$ cat src/rtl/irq_ctrl_pkg.sv
package irq_ctrl_pkg;

  localparam int NSRC    = 3;
  localparam int SRC_TMR = 0;
  localparam int SRC_CHG = 1;
  localparam int SRC_EXT = 2;

  typedef enum logic [1:0] {
    RA_FLAG = 2'd0,
    RA_MASK = 2'd1,
    RA_PORT = 2'd2,
    RA_NONE = 2'd3
  } reg_addr_e;

  // Next flag value: a write can only clear bits (data 0), events always set.
  function automatic logic [NSRC-1:0] flag_next(
    input logic [NSRC-1:0] cur,
    input logic            wr_en,
    input logic [NSRC-1:0] wd,
    input logic [NSRC-1:0] ev
  );
    logic [NSRC-1:0] kept;
    kept = wr_en ? (cur & wd) : cur;
    return kept | ev;
  endfunction

  // Software view of the flag register.
  function automatic logic [NSRC-1:0] masked_view(
    input logic [NSRC-1:0] flags,
    input logic [NSRC-1:0] mask
  );
    return flags & mask;
  endfunction

  function automatic logic any_pending(
    input logic [NSRC-1:0] flags,
    input logic [NSRC-1:0] mask
  );
    return |masked_view(flags, mask);
  endfunction

endpackage

$ cat src/rtl/irq_port_watch.sv
module irq_port_watch #(
  parameter int PORT_W = 8
) (
  input  logic              clk,
  input  logic              rst_n,
  input  logic [PORT_W-1:0] port_in,
  input  logic              ext_sel,
  input  logic              snap_take,
  output logic [PORT_W-1:0] snap_q,
  output logic              chg_evt,
  output logic              ext_evt
);

  logic              pin0_q;
  logic [PORT_W-1:0] diff;
  logic [PORT_W-1:0] cmp_mask;

  always_ff @(posedge clk or negedge rst_n) begin
    if (!rst_n) begin
      snap_q <= '0;
      pin0_q <= 1'b0;
    end else begin
      if (snap_take) snap_q <= port_in;
      pin0_q <= port_in[0];
    end
  end

  // Pin 0 drops out of the comparison while it serves as the external line.
  generate
    for (genvar i = 0; i < PORT_W; i++) begin : g_cmp
      if (i == 0) begin : g_pin0
        assign cmp_mask[i] = ~ext_sel;
      end else begin : g_pinx
        assign cmp_mask[i] = 1'b1;
      end
    end
  endgenerate

  assign diff    = (port_in ^ snap_q) & cmp_mask;
  assign chg_evt = |diff;
  assign ext_evt = ext_sel & pin0_q & ~port_in[0];

endmodule

$ cat src/rtl/irq_flag_bank.sv
module irq_flag_bank
  import irq_ctrl_pkg::*;
#(
  parameter int N = NSRC
) (
  input  logic         clk,
  input  logic         rst_n,
  input  logic [N-1:0] ev,
  input  logic         flag_wr,
  input  logic         mask_wr,
  input  logic [N-1:0] wdata,
  output logic [N-1:0] flags_q,
  output logic [N-1:0] mask_q
);

  logic [N-1:0] flags_d;

  always_comb begin
    flags_d = flag_next(flags_q, flag_wr, wdata, ev);
  end

  always_ff @(posedge clk or negedge rst_n) begin
    if (!rst_n) begin
      flags_q <= '0;
      mask_q  <= '0;
    end else begin
      flags_q <= flags_d;
      if (mask_wr) mask_q <= wdata;
    end
  end

endmodule

$ cat src/rtl/irq_gate.sv
module irq_gate #(
  parameter int              VEC_W  = 10,
  parameter logic [VEC_W-1:0] VECTOR = 10'h008
) (
  input  logic             clk,
  input  logic             rst_n,
  input  logic             cmd_eni,
  input  logic             cmd_disi,
  input  logic             irq_take,
  input  logic             sleeping,
  input  logic             pending,
  output logic             gie_q,
  output logic             irq_req,
  output logic [VEC_W-1:0] irq_vector,
  output logic             wake,
  output logic             wake_vec
);

  logic gie_d;

  always_comb begin
    gie_d = gie_q;
    if (irq_take || cmd_disi) gie_d = 1'b0;
    else if (cmd_eni)         gie_d = 1'b1;
  end

  always_ff @(posedge clk or negedge rst_n) begin
    if (!rst_n) gie_q <= 1'b0;
    else        gie_q <= gie_d;
  end

  assign irq_req    = gie_q & pending;
  assign irq_vector = VECTOR;
  assign wake       = sleeping & pending;
  assign wake_vec   = wake & gie_q;

endmodule

$ cat src/rtl/irq_flag_ctrl.sv
module irq_flag_ctrl
  import irq_ctrl_pkg::*;
#(
  parameter int               PORT_W = 8,
  parameter int               DATA_W = 8,
  parameter int               VEC_W  = 10,
  parameter logic [VEC_W-1:0] VECTOR = 10'h008
) (
  input  logic              clk,
  input  logic              rst_n,
  input  logic              timer_ovf,
  input  logic [PORT_W-1:0] port_in,
  input  logic              ext_sel,
  input  logic [1:0]        reg_addr,
  input  logic              reg_wr,
  input  logic              reg_rd,
  input  logic [DATA_W-1:0] reg_wdata,
  output logic [DATA_W-1:0] reg_rdata,
  input  logic              cmd_eni,
  input  logic              cmd_disi,
  input  logic              irq_take,
  input  logic              sleeping,
  output logic              irq_req,
  output logic [VEC_W-1:0]  irq_vector,
  output logic              wake,
  output logic              wake_vec
);

  localparam int HI_W = DATA_W - NSRC;

  // Named internal events, visible to the bound checker.
  logic              sel_flag, sel_mask, sel_port;
  logic              flag_wr, mask_wr, snap_take;
  logic              chg_evt, ext_evt;
  logic [NSRC-1:0]   ev;
  logic [NSRC-1:0]   flags_q, mask_q;
  logic [PORT_W-1:0] snap_q;
  logic              pending;
  logic              gie_q;
  logic              unused_wdata_hi;

  assign sel_flag  = (reg_addr == RA_FLAG);
  assign sel_mask  = (reg_addr == RA_MASK);
  assign sel_port  = (reg_addr == RA_PORT);
  assign flag_wr   = reg_wr & sel_flag;
  assign mask_wr   = reg_wr & sel_mask;
  assign snap_take = reg_rd & sel_port;
  assign unused_wdata_hi = ^reg_wdata[DATA_W-1:NSRC];

  irq_port_watch #(.PORT_W(PORT_W)) u_watch (
    .clk       (clk),
    .rst_n     (rst_n),
    .port_in   (port_in),
    .ext_sel   (ext_sel),
    .snap_take (snap_take),
    .snap_q    (snap_q),
    .chg_evt   (chg_evt),
    .ext_evt   (ext_evt)
  );

  always_comb begin
    ev          = '0;
    ev[SRC_TMR] = timer_ovf;
    ev[SRC_CHG] = chg_evt;
    ev[SRC_EXT] = ext_evt;
  end

  irq_flag_bank #(.N(NSRC)) u_bank (
    .clk     (clk),
    .rst_n   (rst_n),
    .ev      (ev),
    .flag_wr (flag_wr),
    .mask_wr (mask_wr),
    .wdata   (reg_wdata[NSRC-1:0]),
    .flags_q (flags_q),
    .mask_q  (mask_q)
  );

  assign pending = any_pending(flags_q, mask_q);

  irq_gate #(.VEC_W(VEC_W), .VECTOR(VECTOR)) u_gate (
    .clk        (clk),
    .rst_n      (rst_n),
    .cmd_eni    (cmd_eni),
    .cmd_disi   (cmd_disi),
    .irq_take   (irq_take),
    .sleeping   (sleeping),
    .pending    (pending),
    .gie_q      (gie_q),
    .irq_req    (irq_req),
    .irq_vector (irq_vector),
    .wake       (wake),
    .wake_vec   (wake_vec)
  );

  always_comb begin
    reg_rdata = '0;
    if (sel_flag)      reg_rdata = {{HI_W{1'b0}}, masked_view(flags_q, mask_q)};
    else if (sel_mask) reg_rdata = {{HI_W{1'b0}}, mask_q};
    else if (sel_port) reg_rdata = DATA_W'(port_in);
  end

endmodule

$ cat config.mk
export PLATFORM = sky130hd
export DESIGN_NAME = irq_flag_ctrl
export DESIGN_NICKNAME = d
export VERILOG_FILES = /design/src/rtl/irq_ctrl_pkg.sv /design/src/rtl/irq_port_watch.sv /design/src/rtl/irq_flag_bank.sv /design/src/rtl/irq_gate.sv /design/src/rtl/irq_flag_ctrl.sv
export SDC_FILE = /design/constraint.sdc
export NUM_CORES = 1
export LEC_CHECK = 0
export ABC_AREA = 1
export BUFFER_PORTS_ARGS = -buffer_cell sky130_fd_sc_hd__buf_2
export CAP_MARGIN = 20
export CORE_MARGIN = 3
export CORE_UTILIZATION = 42
export CTS_BUF_LIST = sky130_fd_sc_hd__clkbuf_8
export DETAILED_ROUTE_END_ITERATION = 16
export PLACE_DENSITY = 0.74
export SLEW_MARGIN = 20
export SYNTH_ARGS = -nofsm -noshare
export SYNTH_HDL_FRONTEND = slang
export SYNTH_SLANG_ARGS = --single-unit
$ cat constraint.sdc
create_clock -name clk -period 0.89 [get_ports clk]
set_input_delay 0.0445 -clock clk [delete_from_list [all_inputs] [get_ports clk]]
set_output_delay 0.0445 -clock clk [all_outputs]
set_load 0.03 [all_outputs]
Yosys cells after proc, flatten, opt, wreduce, memory -nomap -nowiden
Index checks and enable logic that the tools add are counted.
{"block": "word_totals", "reg_bits": 16, "input_bits": 28, "output_inout_bits": 21, "word_cells": 33}
{"block": "classes", "eq_ne": 2, "mux": 6, "n_bitwise": 15, "n_reduce_logical": 5}
{"cell": "two-way mux 8 bit", "count": 3}
{"cell": "bitwise AND 1 bit", "count": 8}
{"cell": "bitwise AND 8 bit", "count": 1}
{"cell": "OR reduction 8 bit", "count": 1}
{"cell": "bitwise XOR 8 bit", "count": 1}
{"cell": "bitwise AND 3 bit", "count": 2}
{"cell": "two-way mux 3 bit", "count": 1}
{"cell": "bitwise OR 3 bit", "count": 1}
{"cell": "OR reduction 3 bit", "count": 1}
{"cell": "equality test 2 x 1 -> 1 bit, second input constant", "count": 1}
{"cell": "equality test 2 bit, second input constant", "count": 1}
{"cell": "logical NOT 2 bit", "count": 1}
{"cell": "two-way mux 1 bit", "count": 2}
{"cell": "inverter 1 bit", "count": 2}
{"cell": "nonzero test 2 bit", "count": 1}
{"cell": "logical OR 1 bit", "count": 1}

Logic depth before layout (Yosys ltp)
Gate-level depths: netlist (run 1).
{"block": "logic_depth", "ltp_word": 4, "ltp_mapped": 7, "depth_no_buf": 7}

Modules after synthesis
Synthesis (run 1) repeated with hierarchy kept, for this count alone.
{"block": "unflattened", "hier_cells": 135, "area_unflattened_um2": 1028.5}
{"module": "irq_port_watch", "instances": 1, "cells_per_inst": 46, "area_each_um2": 473.0, "seq_area_each_um2": 225.2}
{"module": "irq_flag_bank", "instances": 1, "cells_per_inst": 27, "area_each_um2": 232.7, "seq_area_each_um2": 150.1}
{"module": "irq_flag_ctrl", "instances": 1, "cells_per_inst": 38, "area_each_um2": 171.4, "seq_area_each_um2": 0.0}
{"module": "irq_gate", "instances": 1, "cells_per_inst": 24, "area_each_um2": 151.4, "seq_area_each_um2": 25.0}

Least setup slack after synthesis (run 1)
No wires, ideal clock.
{"block": "synth_timing", "path_type": "input to output", "from": "input port reg_addr[1]", "to": "output port reg_rdata[0]", "t_arrival_ps": 990, "required_time_ps": 845, "slack_ps": -145, "stages": 4, "n_path_buf": 0, "path_cell_list": "inv_2 -> nor2_4 -> inv_1 -> o21ai_0"}
{"block": "synth_between", "elab_chain_cells": 4, "word_cells_on_any_way": 6, "cone_classes": "2 x eq/ne; 3 x mux; 1 x reduce/logical"}
{"element": "from (decl)", "line_no": "irq_flag_ctrl.sv:14", "text": "input logic [1:0] reg_addr,"}
{"element": "equality test 2 bit", "line_no": "irq_flag_ctrl.sv:44", "text": "assign sel_port = (reg_addr == RA_PORT);"}
{"element": "two-way mux 8 bit", "line_no": "irq_flag_ctrl.sv:100", "text": "else if (sel_port) reg_rdata = DATA_W'(port_in);"}
{"element": "two-way mux 8 bit", "line_no": "irq_flag_ctrl.sv:99", "text": "else if (sel_mask) reg_rdata = {{HI_W{1'b0}}, mask_q};"}
{"element": "two-way mux 8 bit *", "line_no": "irq_flag_ctrl.sv:98", "text": "if (sel_flag) reg_rdata = {{HI_W{1'b0}}, masked_view(flags_q, mask_q)};"}
{"element": "to (decl)", "line_no": "irq_flag_ctrl.sv:18", "text": "output logic [DATA_W-1:0] reg_rdata,"}
Mark *: on every way between the ends. The rest lies on a longest branch, timed or not.

Worst setup path after layout (run 1)
{"block": "layout_timing", "from": "register u_bank.flags_q[0]", "to": "output port reg_rdata[0]"}
{"block": "layout_between", "elab_chain_cells": 2}
{"element": "from (decl)", "line_no": "irq_flag_bank.sv:12", "text": "output logic [N-1:0] flags_q,"}
{"element": "from (signal assigned)", "line_no": "irq_flag_bank.sv:27", "text": "flags_q <= flags_d;"}
{"element": "bitwise AND 3 bit", "line_no": "irq_ctrl_pkg.sv:32", "text": "return flags & mask;"}
{"element": "two-way mux 8 bit", "line_no": "irq_flag_ctrl.sv:98"}
Every way passes these cells.

==> results.md, run 1 <==
- The run finished, with violations left.
- The final reports fail on setup timing.
- The net count of the finished layout is 208.
- The cell type with the highest aggregate area in the netlist is sky130_fd_sc_hd__dfrtp_1.
- The worst supply voltage drop on vdd is 0.00128 V.
- The number of distinct library cells after synthesis is 19.
- The endpoint required time on the critical path is about 0.85 ns.
- For this block, the initial DRC count from the detailed router was 8.
- The final route contains approximately 900 vias.
- The instance area at placement is 1170 um^2.
- Setup repair after global routing could not meet its margin everywhere.
- Of all nets on the critical path, the largest fanout is 3.
- The via count of the first global-routing pass was between 800 and 900.
- Synthesis handed over a netlist of roughly 130 instances.
- Measured along the y axis, the die boundary spans around 55 um.
- The tree is rooted in a sky130_fd_sc_hd__clkbuf_8.
- In this run the static leakage power is 0.751 nW.
- In the finished design, the share of the clock period the worst path needs comes to 1.27.
- The cell depth of the worst flop-to-flop path is 5.
- The power per cell area is ~1600 nW/um^2.
- The min-delay analysis places its worst path in the category primary input to flip-flop.
- The number of warnings printed during yosys synthesis is 0.
- CTS saw 16 sinks.
- At the end of the flow the core is filled with cells to 0.624.
- After floorplanning, the core was divided into 16 placement rows.
- The last weighted congestion value of the routability-driven placer is slightly above 0.8.
- The total congestion overflow is 0.
- Sorting the synthesized cells by area gives the leading types as sky130_fd_sc_hd__dfrtp_1 40%, sky130_fd_sc_hd__nand2_1 15%, sky130_fd_sc_hd__inv_1 8.3%.
- The number of cells in the design after placement is approximately 200.
- The initial standard-cell utilization of the core is 0.471.
- The type of element capturing the critical path is a primary output.
- Leaving out filler cells and counting taps, the final layout contains roughly 200.
- Counting buffers and inverters, the worst setup path is 3 cells deep.
- In the final routed layout, each cell accounts on average for approximately 11 um.
- The design draws 2.06 mW.
- The first global-routing pass estimated about 3.5 mm of wire.
- The setup path with the least slack is of type flip-flop to primary output.
- Max-cap violations in this run came to 0.
- The clock-pin slew reported for the worst setup and hold paths after clock tree synthesis is around 0.060 ns.
- After detailed routing, the number of vias per cell comes to approximately 4.5.
- From synthesis to final layout, the design area changed by 32.4%.
- The accumulated negative setup slack is -1.37 ns.
- The largest stage delay on the critical path is 0.39 ns.
- The pin count of the biggest net entering global routing is 17.
- Data arrives at the worst endpoint at roughly 1.1 ns.
- The minimum period implied by the final worst setup slack is 1.13 ns.
- The worst hold path passes through 3 cells.
- Summed over all nets, wire length on met3 after detailed routing comes to ~110 um.
- During I/O placement, the number of pins put on the boundary was just under 50.
- The async set or reset register ratio after synthesis is 1.00.
- The commonest cells after synthesis are 39 x sky130_fd_sc_hd__nand2_1, 22 x sky130_fd_sc_hd__inv_1, 16 x sky130_fd_sc_hd__dfrtp_1, 11 x sky130_fd_sc_hd__nor2_1, 10 x sky130_fd_sc_hd__buf_4.
- TritonCTS built the clock tree.
- The clock passes through at most 2 buffers.
- The repair_antennas step left the layout with diodes totalling 0.
- The final routed wirelength across all metal layers is about 2.2 mm.
- The synthesized area divided by synthesized cell count is approximately 7.5 um^2.
- The number of buffers and inverters on the critical path is 1.
- The worst setup path is launched from a flip-flop.
- The post-synthesis register bit count is 16.
- The initial antenna violation count is 0.
- The cell class contributing the biggest share of worst-path delay is flip-flops.
- The setup slack after layout is -0.242 ns.
- The sequential area share after synthesis is 0.404.
- For this design, the slowest cell found on the critical path is sky130_fd_sc_hd__dfrtp_1.
- The synthesized design contains 0 enable-type register cells.
- The area enclosed by the die boundary is 2980 um^2.
- The final routed DRC violation total is 0.
- The core outline area is between 2000 and 2500 um^2.
- Once detail routing completed, the nets flagged for antenna violations numbered 0.
- The final design instance area without fill is roughly 1300 um^2.
- The clock latency on the worst-skew pair is roughly 0.24 ns.
- TritonCTS created 3 clock buffers.
- After detailed routing, the met2 layer carries approximately 1.1 mm of wire.
- For the final database, setup skew stands at 0.00116 ns.
- Walking the worst path, the cells encountered are o211ai_1 -> o21ai_1 -> buf_4.
- The fraction of final layout cells sized beyond drive strength 1 is 0.337.
- The final setup violation count is 7.
- The die is about 55 um wide.
- The final count of hold timing violations came to 0.
- The detailed router put a total of about 900 um of wire on met1.
- For this run, the total global-route usage over all layers was measured as 0.163.
- The number of search-and-repair iterations in the first detailed-routing pass is 4.
- In this run the cell area of the synthesized design comes to 991 um^2.
- The portion of synthesized cell area occupied by the leading cell type is 0.404.
- The highest routed metal layer is met4.
- The number of buffers inserted by port buffering is 33.
- The number of pins exceeding their max-slew limit in the final report came to 0.
- For this run, the leading register cell type out of synthesis is sky130_fd_sc_hd__dfrtp_1.
- The upper clock frequency limit is between 800 and 900 MHz.
- The half-perimeter wire length after detailed placement is around 1.7 mm.
- The maximum level of the CTS H-tree is 1.
- The most frequent cell after synthesis is sky130_fd_sc_hd__nand2_1.
-- metal layers --
metal  vias up  GRT usage
met2        23      0.275
li1        474          -
met3         2     0.0300
met5         -          0
met4         0     0.0705
met1       419      0.201
-- final cells by class --
cell class                 count  area [um^2]
fill                         201          790
multi-input combinational     91          452
sequential                    16          400
timing repair buffer          45          299
inverter                      23         86.3
clock buffer                   3         41.3
tap                           27         33.8
-- state kept, by name, indices dropped and copies added (netlist names) --
register / count
u_gate.gie_q: 1
u_watch.pin0_q: 1
u_bank.flags_q: 3
u_bank.mask_q: 3
u_watch.snap_q: 8
-- repair_timing --
| action | 4_1_cts | 5_1_grt |
|---|---|---|
| pin swaps | 7 | 3 |
| endpoints found under the setup margin | 7 | 12 |
| gates resized for setup | 15 | 4 |
| buffers inserted | 0 | 1 |
| hold buffers | 5 | 0 |
| hold endpoints to repair | 19 | 0 |
-- logic make-up (layout without fill, tap and decap cells) --
logic type | Yosys count | in the layout | share of synthesized area
other | 2 | 10 | 0.00758
buffers and inverters | 34 | 71 | 0.183
flip-flops | 16 | 16 | 0.404
XOR/XNOR | 2 | 2 | 0.0177
AND/OR/NAND/NOR | 59 | 59 | 0.249
AO/OA/AOI/OAI | 20 | 20 | 0.139
-- worst min-delay path, cell delays in order --
cell and delay [ns]:
sky130_fd_sc_hd__buf_2 0.09, sky130_fd_sc_hd__nand3_1 0.06, sky130_fd_sc_hd__nand2_1 0.06
-- power breakdown --
group	internal (mW)	total [mW]	leakage [nW]	switching (mW)
registers	0.822	0.888	0.191	0.0664
logic	0.265	0.651	0.538	0.386
clock network	0.299	0.523	0.0216	0.223
-- path summary, 6_finish.rpt --
kind | to | start | slack, ns
worst max-delay path | reg_rdata[0] | u_bank.flags_q[0]$_DFF_PN0_ | -0.24
worst min-delay path | u_bank.flags_q[2]$_DFF_PN0_ | ext_sel | 0.05
worst max register to register | u_bank.flags_q[1]$_DFF_PN0_ | u_watch.snap_q[0]$_DFFE_PN0P_ | -0.06
worst min register to register | u_bank.flags_q[2]$_DFF_PN0_ | u_watch.pin0_q$_DFF_PN0_ | 0.50
max in group asynchronous | u_bank.flags_q[1]$_DFF_PN0_ | rst_n | 0.37
min in group asynchronous | u_watch.snap_q[5]$_DFFE_PN0P_ | rst_n | 0.26
-- through the flow --
| step | worst slack [ns] | hold WS (ns) |
|---|---|---|
| after detailed placement | -0.0606 | -0.0214 |
| after CTS | -0.249 | 0.0436 |
| final | -0.242 | 0.0456 |
| after floorplan | -0.145 | -0.251 |
| after global routing | -0.314 | 0.0493 |
| after global placement | -0.0331 | -0.0220 |
-- cell usage in the layout (no fill, tap or decap), types with 3 or more instances in the layout --
cell type	Yosys	layout
sky130_fd_sc_hd__nor2_1	11	10
sky130_fd_sc_hd__inv_2	1	3
sky130_fd_sc_hd__dlygate4sd3_1	0	5
sky130_fd_sc_hd__inv_1	22	20
sky130_fd_sc_hd__buf_6	0	3
sky130_fd_sc_hd__nand3_1	5	4
sky130_fd_sc_hd__buf_4	10	11
sky130_fd_sc_hd__buf_2	0	25
sky130_fd_sc_hd__o21ai_1	0	3
sky130_fd_sc_hd__nand2_1	39	38
sky130_fd_sc_hd__o211ai_1	3	3
sky130_fd_sc_hd__dfrtp_1	16	16
sky130_fd_sc_hd__o21ai_2	8	8
sky130_fd_sc_hd__clkbuf_8	0	3
sky130_fd_sc_hd__o21ai_0	8	5
sky130_fd_sc_hd__conb_1	2	10
Note: power is estimated with default switching activity, not from simulation.
==> run 2, diff against run 1 <==
--- a/config.mk
+++ b/config.mk
@@ -8,6 +8,7 @@
 export ABC_AREA = 1
 export BUFFER_PORTS_ARGS = -buffer_cell sky130_fd_sc_hd__buf_2
 export CAP_MARGIN = 20
+export CORE_ASPECT_RATIO = 1.1
 export CORE_MARGIN = 3
 export CORE_UTILIZATION = 42
 export CTS_BUF_LIST = sky130_fd_sc_hd__clkbuf_8
==> results.md, run 2 (synthesized netlist as in run 1, its figures left out) <==
- The routed length per placed instance is between 10 and 15 um.
- At the worst endpoint, the required time is about 0.85 ns.
- The total of fill cells in the finished design is between 200 and 250.
- Leaving out fill and tap cells, the most frequent cells in the layout are 38 x sky130_fd_sc_hd__nand2_1, 27 x sky130_fd_sc_hd__buf_2, 21 x sky130_fd_sc_hd__inv_1.
- Counting I/O delays and the setup requirement, the final critical path takes roughly 1.1 ns.
- Dividing the detail-routed via count by the number of cells gives ~4.5.
- The register with the most flip-flops in the layout has 8 of them.
- The type of element capturing the critical path is a primary output.
- The worst hold-check slack is between 0.04 and 0.05 ns.
- Timing would allow up to ~880 MHz.
- In this design, the stage delay of the slowest critical-path cell is slightly below 0.4 ns.
- The clock network fraction of total power is 0.261.
- Once detail routing completed, the nets flagged for antenna violations numbered 0.
- The type of the worst setup path is flip-flop to primary output.
- The number of pins exceeding their max-slew limit in the final report is 0.
- The final routed wirelength across all metal layers is about 2.1 mm.
- The initial utilization of the core area, before any placement, comes to 0.466.
- The height of the chip is 56.9 um.
- Traced cell by cell, the critical path runs through o211ai_1 -> o21ai_1 -> buf_4.
- The worst-case IR drop observed on VDD is ~0.001 V.
- The largest registers in the layout are u_watch.snap_q: 8 flops, u_bank.flags_q: 3 flops, u_bank.mask_q: 3 flops.
- The clock latency on the worst-skew pair is between 0.2 and 0.3 ns.
- Once routing completed, OpenROAD measured the worst setup slack at -0.244 ns.
- The total congestion overflow is 0.
- The final count of hold timing violations is 0.
- The switching power is roughly 690 uW.
- Setup violations remaining at the end of the flow were counted as 7.
- In this run the count of I/O pins placed on the die edge is 49.
- The number of buffers on the longest clock path is 2.
- The number of buffers inserted by port buffering is 33.
- The number of clock buffers added by TritonCTS is 3.
- The arrival time at the worst endpoint is roughly 1.1 ns.
- The library cell used most frequently in the layout, excluding fill and tap cells, is sky130_fd_sc_hd__nand2_1.
- The number of max-cap violations is 0.
- In the final layout, flip-flops and latches occupy 400 um^2.
- In this run the number of H-tree levels came out at 1.
- Of the total power, the share spent switching nets is 0.333.
- The standard cell with the maximum stage delay on the critical path is sky130_fd_sc_hd__dfrtp_1.
- The number of cells in the design after placement is around 200.
- Compared with the post-synthesis result, the final layout area differs by 31.3%.
- Summing over every cut layer, the via total after detailed routing is about 930.
- The type of the most critical hold path is primary input to flip-flop.
- The first global-routing pass estimated a little under 4 mm of wire.
- The checks that failed: setup timing.
- The footprint of the multi-input gates is roughly 450 um^2.
- The startpoint class of the critical path is a flip-flop.
- The post-layout net count is 207.
- The floorplan step defined a die boundary enclosing between 2000 and 3000 um^2.
- Of the total power, combinational logic draws 0.309.
- Summed over all nets, the half-perimeter wirelength after detailed placement is between 1.5 and 2 mm.
- The TritonCTS clock tree is built.
- Routability-driven placement finished with a final weighted congestion of about 0.76.
- The finished layout holds roughly 200 standard cells, fillers aside.
- The part of the power in registers is 0.430.
- In this run the worst path has a maximum fanout of 3.
- The accumulated negative setup slack is -1.43 ns.
- For this run, design rule violations remaining after detail routing come to 0.
- The total inserted antenna cells is 0.
- The internal power of the cells totals 1.38 mW.
- The count of standard-cell rows is 17.
- The overall global routing resource usage is 0.171.
- The analysis attributes to cell leakage a power of 0.747 nW.
- The power per cell area is 1590 nW/um^2.
- For the final database, setup skew stands at between 0.001 and 0.0015 ns.
- The via count of the first global-routing pass is 949.
- Clock tree synthesis selected as its root buffer the cell sky130_fd_sc_hd__clkbuf_8.
- The largest register by flop count is u_watch.snap_q.
- The floorplan step set the die width to about 52 um.
- The core outline area is between 2000 and 2500 um^2.
- The pre-CTS setup slack is -0.0535 ns.
- The detailed router finished its first iteration with 14 violations.
- The run finished, with violations left.
- Entering global routing, the biggest net connects 17 pins.
- The initial antenna violation count is 0.
- In the final layout, the share of cells above drive strength 1 is 0.328.
- The first detailed-routing pass ran for 4 iterations.
- Setup repair after global routing could not meet its margin everywhere.
- After clock tree synthesis, the clock-pin slew on the worst setup and hold paths is approximately 0.06 ns.
- Dividing the final minimum period by the clock period gives 1.27.
- The tree built by TritonCTS fans out to 16 sinks.
==> run 2: cell types whose count changed in the layout (fill, tap and decap cells not counted), sizes merged <==
cell    change
clkbuf      -1
==> run 2: cell type report <==
type / count / share of cell area
multi-input combinational: 91 / 0.347
sequential: 16 / 0.308
timing repair buffer: 44 / 0.220
inverter: 23 / 0.0663
clock buffer: 3 / 0.0317
tap: 28 / 0.0269
==> run 2: what timing repair did <==
item                       in CTS  in global routing
gates resized for setup        15                  0
hold buffers                    5                  0
pin swaps                       6                  1
hold endpoints to repair       19                  0
setup buffers                   2                  0
setup endpoints to repair       7                  7
==> run 2: critical path: cells and delay by family, from the launching register on <==
kind | cells | cell delay [ns]
buf+inv | 1 | 0.17
compound gates | 2 | 0.27
flops | 1 | 0.39
==> run 2: power groups by stage <==
| stage | combinational (mW) | sequential (mW) | clock (mW) |
|---|---|---|---|
| after global routing | 0.716 | 0.905 | 0.579 |
| after floorplan | 0.439 | 0.886 | 0 |
| final | 0.638 | 0.888 | 0.539 |
| after detailed placement | 0.573 | 0.901 | 0 |
| after CTS | 0.643 | 0.887 | 0.549 |
| after global placement | 0.558 | 0.893 | 0 |
==> run 2: layer usage <==
layer,share of wire,up-vias,global-route usage
met2,0.49,24,0.273
met4,0.024,0,0.0876
met1,0.43,422,0.214
met5,0,-,0
li1,-,475,-
met3,0.056,4,0.0392
==> run 2: worst paths after layout <==
check,depth (start not counted),end,slack [ns],start
worst max-delay path,3,reg_rdata[0],-0.24,u_bank.flags_q[0]$_DFF_PN0_
worst min-delay path,3,u_bank.flags_q[0]$_DFF_PN0_,0.05,reg_wdata[0]
worst max register to register,5,u_bank.flags_q[1]$_DFF_PN0_,-0.04,u_watch.snap_q[0]$_DFFE_PN0P_
worst min register to register,2,u_bank.flags_q[2]$_DFF_PN0_,0.50,u_watch.pin0_q$_DFF_PN0_
max in group asynchronous,2,u_watch.snap_q[2]$_DFFE_PN0P_,0.39,rst_n
min in group asynchronous,2,u_bank.mask_q[1]$_DFFE_PN0P_,0.24,rst_n
==> run 2: through the flow <==
step	cell area, um^2	util	power [mW]
floorplan	1030	-	1.32
global placement	1160	0.546	1.45
detailed placement	1160	0.546	1.47
CTS	1300	0.612	2.08
global route	1300	0.612	2.20
finish	1300	0.612	2.07
